### src/rtl/iqc_pkg.sv
package iqc_pkg;
  localparam int IQC_LANES = 2;
  localparam int LANE_I    = 0;
  localparam int LANE_Q    = 1;

  typedef enum logic {
    ROUTE_FILTER = 1'b0,
    ROUTE_RECOV  = 1'b1
  } route_e;
endpackage

### src/rtl/iqc_format.sv
module iqc_format #(
  parameter int W = 6
) (
  input  logic [W-1:0]        raw,
  input  logic                offset_mode,
  output logic signed [W-1:0] conv
);
  always_comb begin
    conv = raw;
    if (offset_mode) begin
      conv[W-1] = ~raw[W-1];
    end
  end
endmodule

### src/rtl/iqc_negate.sv
module iqc_negate #(
  parameter int W = 6
) (
  input  logic signed [W-1:0] d_in,
  input  logic                en,
  output logic signed [W-1:0] d_out
);
  localparam logic signed [W-1:0] MOST_NEG = {1'b1, {(W-1){1'b0}}};
  localparam logic signed [W-1:0] MOST_POS = {1'b0, {(W-1){1'b1}}};

  always_comb begin
    if (!en) begin
      d_out = d_in;
    end else if (d_in == MOST_NEG) begin
      d_out = MOST_POS;
    end else begin
      d_out = -d_in;
    end
  end

  // a negated sample never lands on the most negative code
  always_comb begin
    if (en) begin
      a_r5_no_most_neg: assert (d_out != MOST_NEG);
    end
  end
endmodule

### src/rtl/iqc_rate_div.sv
module iqc_rate_div #(
  parameter int DIV = 60
) (
  input  logic clk,
  input  logic rst_n,
  output logic tick
);
  localparam int CW = (DIV > 1) ? $clog2(DIV) : 1;
  localparam logic [CW-1:0] LAST = CW'(DIV - 1);

  logic [CW-1:0] cnt_q;
  logic [CW-1:0] cnt_d;

  always_comb begin
    if (cnt_q == LAST) begin
      cnt_d = '0;
    end else begin
      cnt_d = cnt_q + 1'b1;
    end
  end

  always_ff @(posedge clk or negedge rst_n) begin
    if (!rst_n) begin
      cnt_q <= '0;
    end else begin
      cnt_q <= cnt_d;
    end
  end

  assign tick = (cnt_q == LAST);

  // counter stays in range and the tick is a single-cycle pulse
  a_r8_count_range: assert property (@(posedge clk) disable iff (!rst_n)
    cnt_q <= LAST);
  a_r8_tick_single: assert property (@(posedge clk) disable iff (!rst_n)
    tick |=> !tick);
endmodule

### src/rtl/iq_input_cond.sv
module iq_input_cond #(
  parameter int W   = 6,
  parameter int DIV = 60
) (
  input  logic                clk,
  input  logic                rst_n,
  input  logic                in_valid,
  input  logic [W-1:0]        in_i,
  input  logic [W-1:0]        in_q,
  input  logic                fmt_offset,
  input  logic                q_invert,
  input  logic                bypass,
  output logic                to_filter_valid,
  output logic                to_recov_valid,
  output logic signed [W-1:0] out_i,
  output logic signed [W-1:0] out_q,
  output logic                tick_div60
);
  import iqc_pkg::*;

  logic [W-1:0]        raw_lane  [IQC_LANES];
  logic signed [W-1:0] conv_lane [IQC_LANES];
  logic signed [W-1:0] cond_lane [IQC_LANES];

  assign raw_lane[LANE_I] = in_i;
  assign raw_lane[LANE_Q] = in_q;

  for (genvar g = 0; g < IQC_LANES; g++) begin : g_lane
    iqc_format #(.W(W)) u_fmt (
      .raw         (raw_lane[g]),
      .offset_mode (fmt_offset),
      .conv        (conv_lane[g])
    );
    if (g == LANE_Q) begin : g_neg
      iqc_negate #(.W(W)) u_neg (
        .d_in  (conv_lane[g]),
        .en    (q_invert),
        .d_out (cond_lane[g])
      );
    end else begin : g_pass
      assign cond_lane[g] = conv_lane[g];
    end
  end

  // next-state for the output stage
  route_e              route;
  logic                flt_v_d, rec_v_d;
  logic signed [W-1:0] i_d, q_d;

  always_comb begin
    route   = bypass ? ROUTE_RECOV : ROUTE_FILTER;
    flt_v_d = in_valid && (route == ROUTE_FILTER);
    rec_v_d = in_valid && (route == ROUTE_RECOV);
    i_d     = out_i;
    q_d     = out_q;
    if (in_valid) begin
      i_d = cond_lane[LANE_I];
      q_d = cond_lane[LANE_Q];
    end
  end

  always_ff @(posedge clk or negedge rst_n) begin
    if (!rst_n) begin
      to_filter_valid <= 1'b0;
      to_recov_valid  <= 1'b0;
      out_i           <= '0;
      out_q           <= '0;
    end else begin
      to_filter_valid <= flt_v_d;
      to_recov_valid  <= rec_v_d;
      out_i           <= i_d;
      out_q           <= q_d;
    end
  end

  iqc_rate_div #(.DIV(DIV)) u_div (
    .clk   (clk),
    .rst_n (rst_n),
    .tick  (tick_div60)
  );

  // one-cycle latency and exclusive routing
  a_r6_latency: assert property (@(posedge clk) disable iff (!rst_n)
    in_valid |=> (to_filter_valid || to_recov_valid));
  a_r6_exclusive: assert property (@(posedge clk) disable iff (!rst_n)
    !(to_filter_valid && to_recov_valid));
  a_r6_route_recov: assert property (@(posedge clk) disable iff (!rst_n)
    (in_valid && bypass) |=> to_recov_valid);
  // idle cycles raise no strobe and keep the data
  a_r7_idle_hold: assert property (@(posedge clk) disable iff (!rst_n)
    !in_valid |=> (!to_filter_valid && !to_recov_valid
                   && $stable(out_i) && $stable(out_q)));
endmodule

### config.mk
export PLATFORM = sky130hd
export DESIGN_NAME = iq_input_cond
export DESIGN_NICKNAME = d
export VERILOG_FILES = /design/src/rtl/iqc_pkg.sv /design/src/rtl/iqc_format.sv /design/src/rtl/iqc_negate.sv /design/src/rtl/iqc_rate_div.sv /design/src/rtl/iq_input_cond.sv
export SDC_FILE = /design/constraint.sdc
export NUM_CORES = 1
export LEC_CHECK = 0
export BUFFER_PORTS_ARGS = -buffer_cell sky130_fd_sc_hd__buf_2
export CAP_MARGIN = 20
export CELL_PAD_IN_SITES_DETAIL_PLACEMENT = 0
export CELL_PAD_IN_SITES_GLOBAL_PLACEMENT = 1
export CORE_ASPECT_RATIO = 1.25
export CORE_MARGIN = 2
export CORE_UTILIZATION = 41
export CTS_BUF_LIST = sky130_fd_sc_hd__clkbuf_8
export CTS_CLUSTER_DIAMETER = 80
export DETAILED_ROUTE_END_ITERATION = 8
export GPL_TIMING_DRIVEN = 0
export PLACE_DENSITY = 0.94
export SYNTH_ARGS = -nofsm -noshare
export SYNTH_HDL_FRONTEND = slang
export SYNTH_SLANG_ARGS = --single-unit
### constraint.sdc
create_clock -name clk -period 2.4 [get_ports clk]
set_input_delay 0.6 -clock clk [delete_from_list [all_inputs] [get_ports clk]]
set_output_delay 0.6 -clock clk [all_outputs]
set_load 0.005 [all_outputs]
# Word-level counts from Yosys, hierarchy flattened
# Index checks and enable logic that the tools add are counted.
[classes]
n_mux = 6
reduce_logical = 2
n_bitwise = 3
n_eq_ne = 2
n_addsub = 2
[op_table]
columns = ["cell", "n"]
rows = [
  ["$mux W6", 3],
  ["$eq A6 B6 Y1 const B", 2],
  ["$add A6 B1 Y6 const B", 1],
  ["$neg A6 Y6", 1],
  ["$mux W1", 3],
  ["$not A1 Y1", 3],
  ["$logic_and A1 B1 Y1", 2],
]
[word_totals]
word_cells = 20
in_bits = 18
output_inout_bits = 15
register_bits = 20

# Logic depth before layout (Yosys ltp)
[depth]
word_depth = 5
depth_mapped = 5
ltp_nobuf = 5

# Cells and area by module
# From an unflattened synthesis, not the netlist that was laid out.
[hier_totals]
cells_unflattened = 92
area_unflattened_um2 = 1082.3
[modules_own_cells]
columns = ["module", "seq_area_each_um2", "area_per_inst_um2", "cells_per_inst", "n_inst"]
rows = [
  ["iq_input_cond", 350.3, 539.3, 29, 1],
  ["iqc_rate_div", 150.1, 289.0, 27, 1],
  ["iqc_negate", 0.0, 161.4, 24, 1],
  ["iqc_format", 0.0, 46.3, 6, 2],
]

# Least setup slack after synthesis
# No wires, ideal clock.
[synth_path]
path_type = "input -> register"
startpoint = "input in_q[0]"
endpoint = "register out_q[4]"
path_buffers = 0
slack_ns = 0.845
cell_stages = 5
arrival_ns = 1.472
required_ns = 2.316
setup_ns = 0.084
cell_sequence = "inv_1 ha_1 nor3b_2 or3_1 a41oi_2"
[synth_between]
elab_chain_cells = 3
elab_cells_between_ends = 4
classes_between = "add/sub: 1; eq/ne: 1; mux: 2"
[synth_lines]
columns = ["element", "line", "source"]
rows = [
  ["start, declared", "iq_input_cond.sv:9", "input logic [W-1:0] in_q,"],
  ["$neg A6 Y6 / $eq A6 B6 Y1 (equally long branches)", "iqc_negate.sv:17, iqc_negate.sv:14", ""],
  ["$mux W6 *", "iqc_negate.sv:14", "end else if (d_in == MOST_NEG) begin"],
  ["$mux W6 *", "iqc_negate.sv:12", "if (!en) begin"],
  ["end signal, assigned", "iq_input_cond.sv:72", "out_q <= q_d;"],
  ["end, declared", "iq_input_cond.sv:16", "output logic signed [W-1:0] out_q,"],
]
# Mark *: on every way between the ends. The rest lies on a longest branch, timed or not.
# A chain may end at the register's enable or synchronous reset.

# Final worst setup path
[layout_path]
startpoint = "register u_div.cnt_q[0]"
endpoint = "output tick_div60"
[layout_between]
elab_chain_cells = 1
[layout_lines]
columns = ["element", "line", "source"]
rows = [
  ["start, declared", "iqc_rate_div.sv:11", "logic [CW-1:0] cnt_q;"],
  ["start signal, assigned", "iqc_rate_div.sv:26", "cnt_q <= cnt_d;"],
  ["$eq A6 B6 Y1", "iqc_rate_div.sv:30", "assign tick = (cnt_q == LAST);"],
  ["end, declared", "iq_input_cond.sv:17", "output logic tick_div60"],
]
# No other way between the ends.

==> impl_metrics.tcl <==
set metrics [dict create \
    crit_chain "ha_1 -> nand4_1 -> nor2_1 -> buf_2" \
    grt_pass1_vias 693 \
    io_buffer_count 32 \
    die_w_um 46.6 \
    drv_slew 0 \
    async_flop_share_pct 100 \
    ys_warn_count 0 \
    regArea_um2 500 \
    min_period_over_period_pct 84.5 \
    core_mm2 0.00216 \
    cp_max_fo 5 \
    post-synth-top-area-cell "dfrtp_1" \
    arrival_ns 1.43 \
    ir_drop_uv 334 \
    place_congestion 0.746 \
    clock_skew_ns 0.000829 \
    synth_top_area_share_pct 53.8 \
    p_leak_nw 0.551 \
    syn_nets 102 \
    hold_path_class "in -> async" \
    grt_max_degree 21 \
    grt_setup_unrepaired "no" \
    setup-violations-final 0 \
    ioPinCount 33 \
    area_delta_synth_final_pct 25.8 \
    worst_pin_slew_ns 0.415 \
    finalPower_mw 0.686 \
    ys.flop_type "dfrtp_1" \
    required_ns 1.80 \
    combPwrFrac_pct 15.5 \
    seqPwrFrac_pct 54.4 \
    cts-root-buf "clkbuf_8" \
    finalSetupTns_ns 0 \
    seq_area_frac_synth_pct 53.8 \
    design_area_mm2 0.00117 \
    switching_power_mw 0.158 \
    grt.total_usage_pct 14.7 \
    firstDrtPassIters 2 \
    drtIter0Drc 5 \
    ctsHoldBuffers 0 \
    synth-seq-cells 20 \
    grt_antenna_before_repair 0 \
    placed_area_mm2 0.00113 \
    ys_top_cells_by_count "dfrtp_1 (20), nor2_1 (11), a31oi_1 (5), mux2_2 (5), nor2b_1 (4)" \
    numCtsBuffers 3 \
    synth_edf_count 0 \
    cts_buffer_depth 2 \
    clock_sinks 20 \
    start_kind "flop" \
    intPower_mw 0.528 \
    cts_resized 0 \
    vias_per_cell 4.82 \
    pwr-share-clk_pct 30.1 \
    fin_crit_ns 2.03 \
    syn_area_per_cell_um2 11.3 \
    critPathBufInv 1 \
    layout-drive-gt1-share_pct 40.2 \
    end_kind "output port" \
    relSlewSlack_pct 72.3 \
    dpl.hpwl_mm 1.32 \
    drc 0 \
    wl_per_cell_um 11.0 \
    layout.nets 139 \
    swShare_pct 23.0 \
    syn_area_um2 930 \
    hold_viol_final 0 \
    max_freq_ghz 0.493 \
    slowest_stage "dfrtp_1" \
    ant_nets 0 \
    overflow 0 \
    critPathKind "reg -> out" \
    drv_cap 0 \
    ys_top_cells_by_area "dfrtp_1 (54%), mux2_2 (6.1%), nor2_1 (4.4%), a31oi_1 (3.4%), xnor2_1 (2.8%)" \
    fillers 213 \
    worstSkewPairLatency_ns 0.25 \
    yosysMostFrequentCell "dfrtp_1" \
    synth_cell_types 29 \
    p_per_area_mw_per_mm2 586 \
    cpPeakStageDelay_ns 0.39 \
    vias 714 \
    htreeDepth 1 \
    postCtsSetupBuffers 0 \
    path_delay_family "flip-flops" \
    die-area_mm2 0.00267 \
    cts_tree "built" \
    multi_input_area_um2 409 \
    grt_pass1_wl_mm 2.84 \
    cts.clk_slew.worst_paths_ns 0.06 \
    diodes 0 \
    synthCells 82 \
    status "finished, final reports clean" \
    rows 19 \
    fin_util_pct 54.1 \
    drt-total-wl_mm 1.63 \
    start_util_pct 43.0 \
    fp.dieH_um 57.2 \
]
## sequential cells by signal (all words and copies together) (netlist names)
register and count:
out_q 6, to_recov_valid 1, to_filter_valid 1, out_i 6
u_div.cnt_q 6
## logic make-up (layout without fill, tap and decap cells)
kind of cell | after synthesis | count (layout) | share of synthesized area (%)
compound gates | 14 | 14 | 10.4
flops | 20 | 20 | 53.8
mux | 6 | 6 | 7.13
simple gates | 29 | 29 | 17.4
buf+inv | 5 | 40 | 2.15
xor+xnor | 6 | 6 | 6.46
fa+ha+maj | 2 | 2 | 2.69
## cell type report
type	instances	area share [%]
tap	31	3.32
clock buffer	3	3.53
inverter	3	0.963
multi-input combinational	57	35.0
timing repair buffer	32	13.7
buffer	2	0.749
sequential	20	42.8
## placed cells by master (no fill, tap or decap), types with 3 or more instances in the layout
master    count
xnor2_1       3
clkbuf_8      3
nor2b_1       4
nand2_1       3
o21ai_0       3
dfrtp_1      20
nor2_1       11
a31oi_1       5
mux2_2        5
buf_2        33
## power by group through the flow
stage          Combinational, mW  Clock (mW)  Sequential, mW
2_1_floorplan             0.0468           0           0.382
3_3_place_gp               0.106           0           0.379
3_5_place_dp               0.109           0           0.379
4_1_cts                    0.109       0.216           0.373
5_1_grt                    0.121       0.227           0.376
6_report                   0.106       0.207           0.373
## metrics by stage
step	cells	setup slack (ns)	hold WS (ns)
after floorplan	82	0.845	0.304
after global placement	145	0.674	0.461
after detailed placement	145	0.639	0.479
after CTS	148	0.357	0.287
after global routing	148	0.269	0.304
final	148	0.371	0.274
## metal layers
layer	part of all wire (%)	GRT usage, %
met1	44	19.7
met3	6.7	3.16
met5	0	0
met2	47	21.4
met4	2.1	8.57
## worst paths after layout
path                                          start                        to  slack [ns]  cells after the start
max in group asynchronous                     rst_n  u_div.cnt_q[3]$_DFF_PN0_        1.83                      1
hold / removal                                rst_n      out_i[0]$_DFFE_PN0P_        0.27                      1
setup / recovery           u_div.cnt_q[0]$_DFF_PN0_                tick_div60        0.37                      4
hold reg to reg            u_div.cnt_q[0]$_DFF_PN0_  u_div.cnt_q[0]$_DFF_PN0_        0.49                      1
setup reg to reg           u_div.cnt_q[0]$_DFF_PN0_  u_div.cnt_q[2]$_DFF_PN0_        1.18                      4
min in group clk           u_div.cnt_q[0]$_DFF_PN0_  u_div.cnt_q[0]$_DFF_PN0_        0.49                      1
Note: power is estimated with default switching activity, not from simulation.
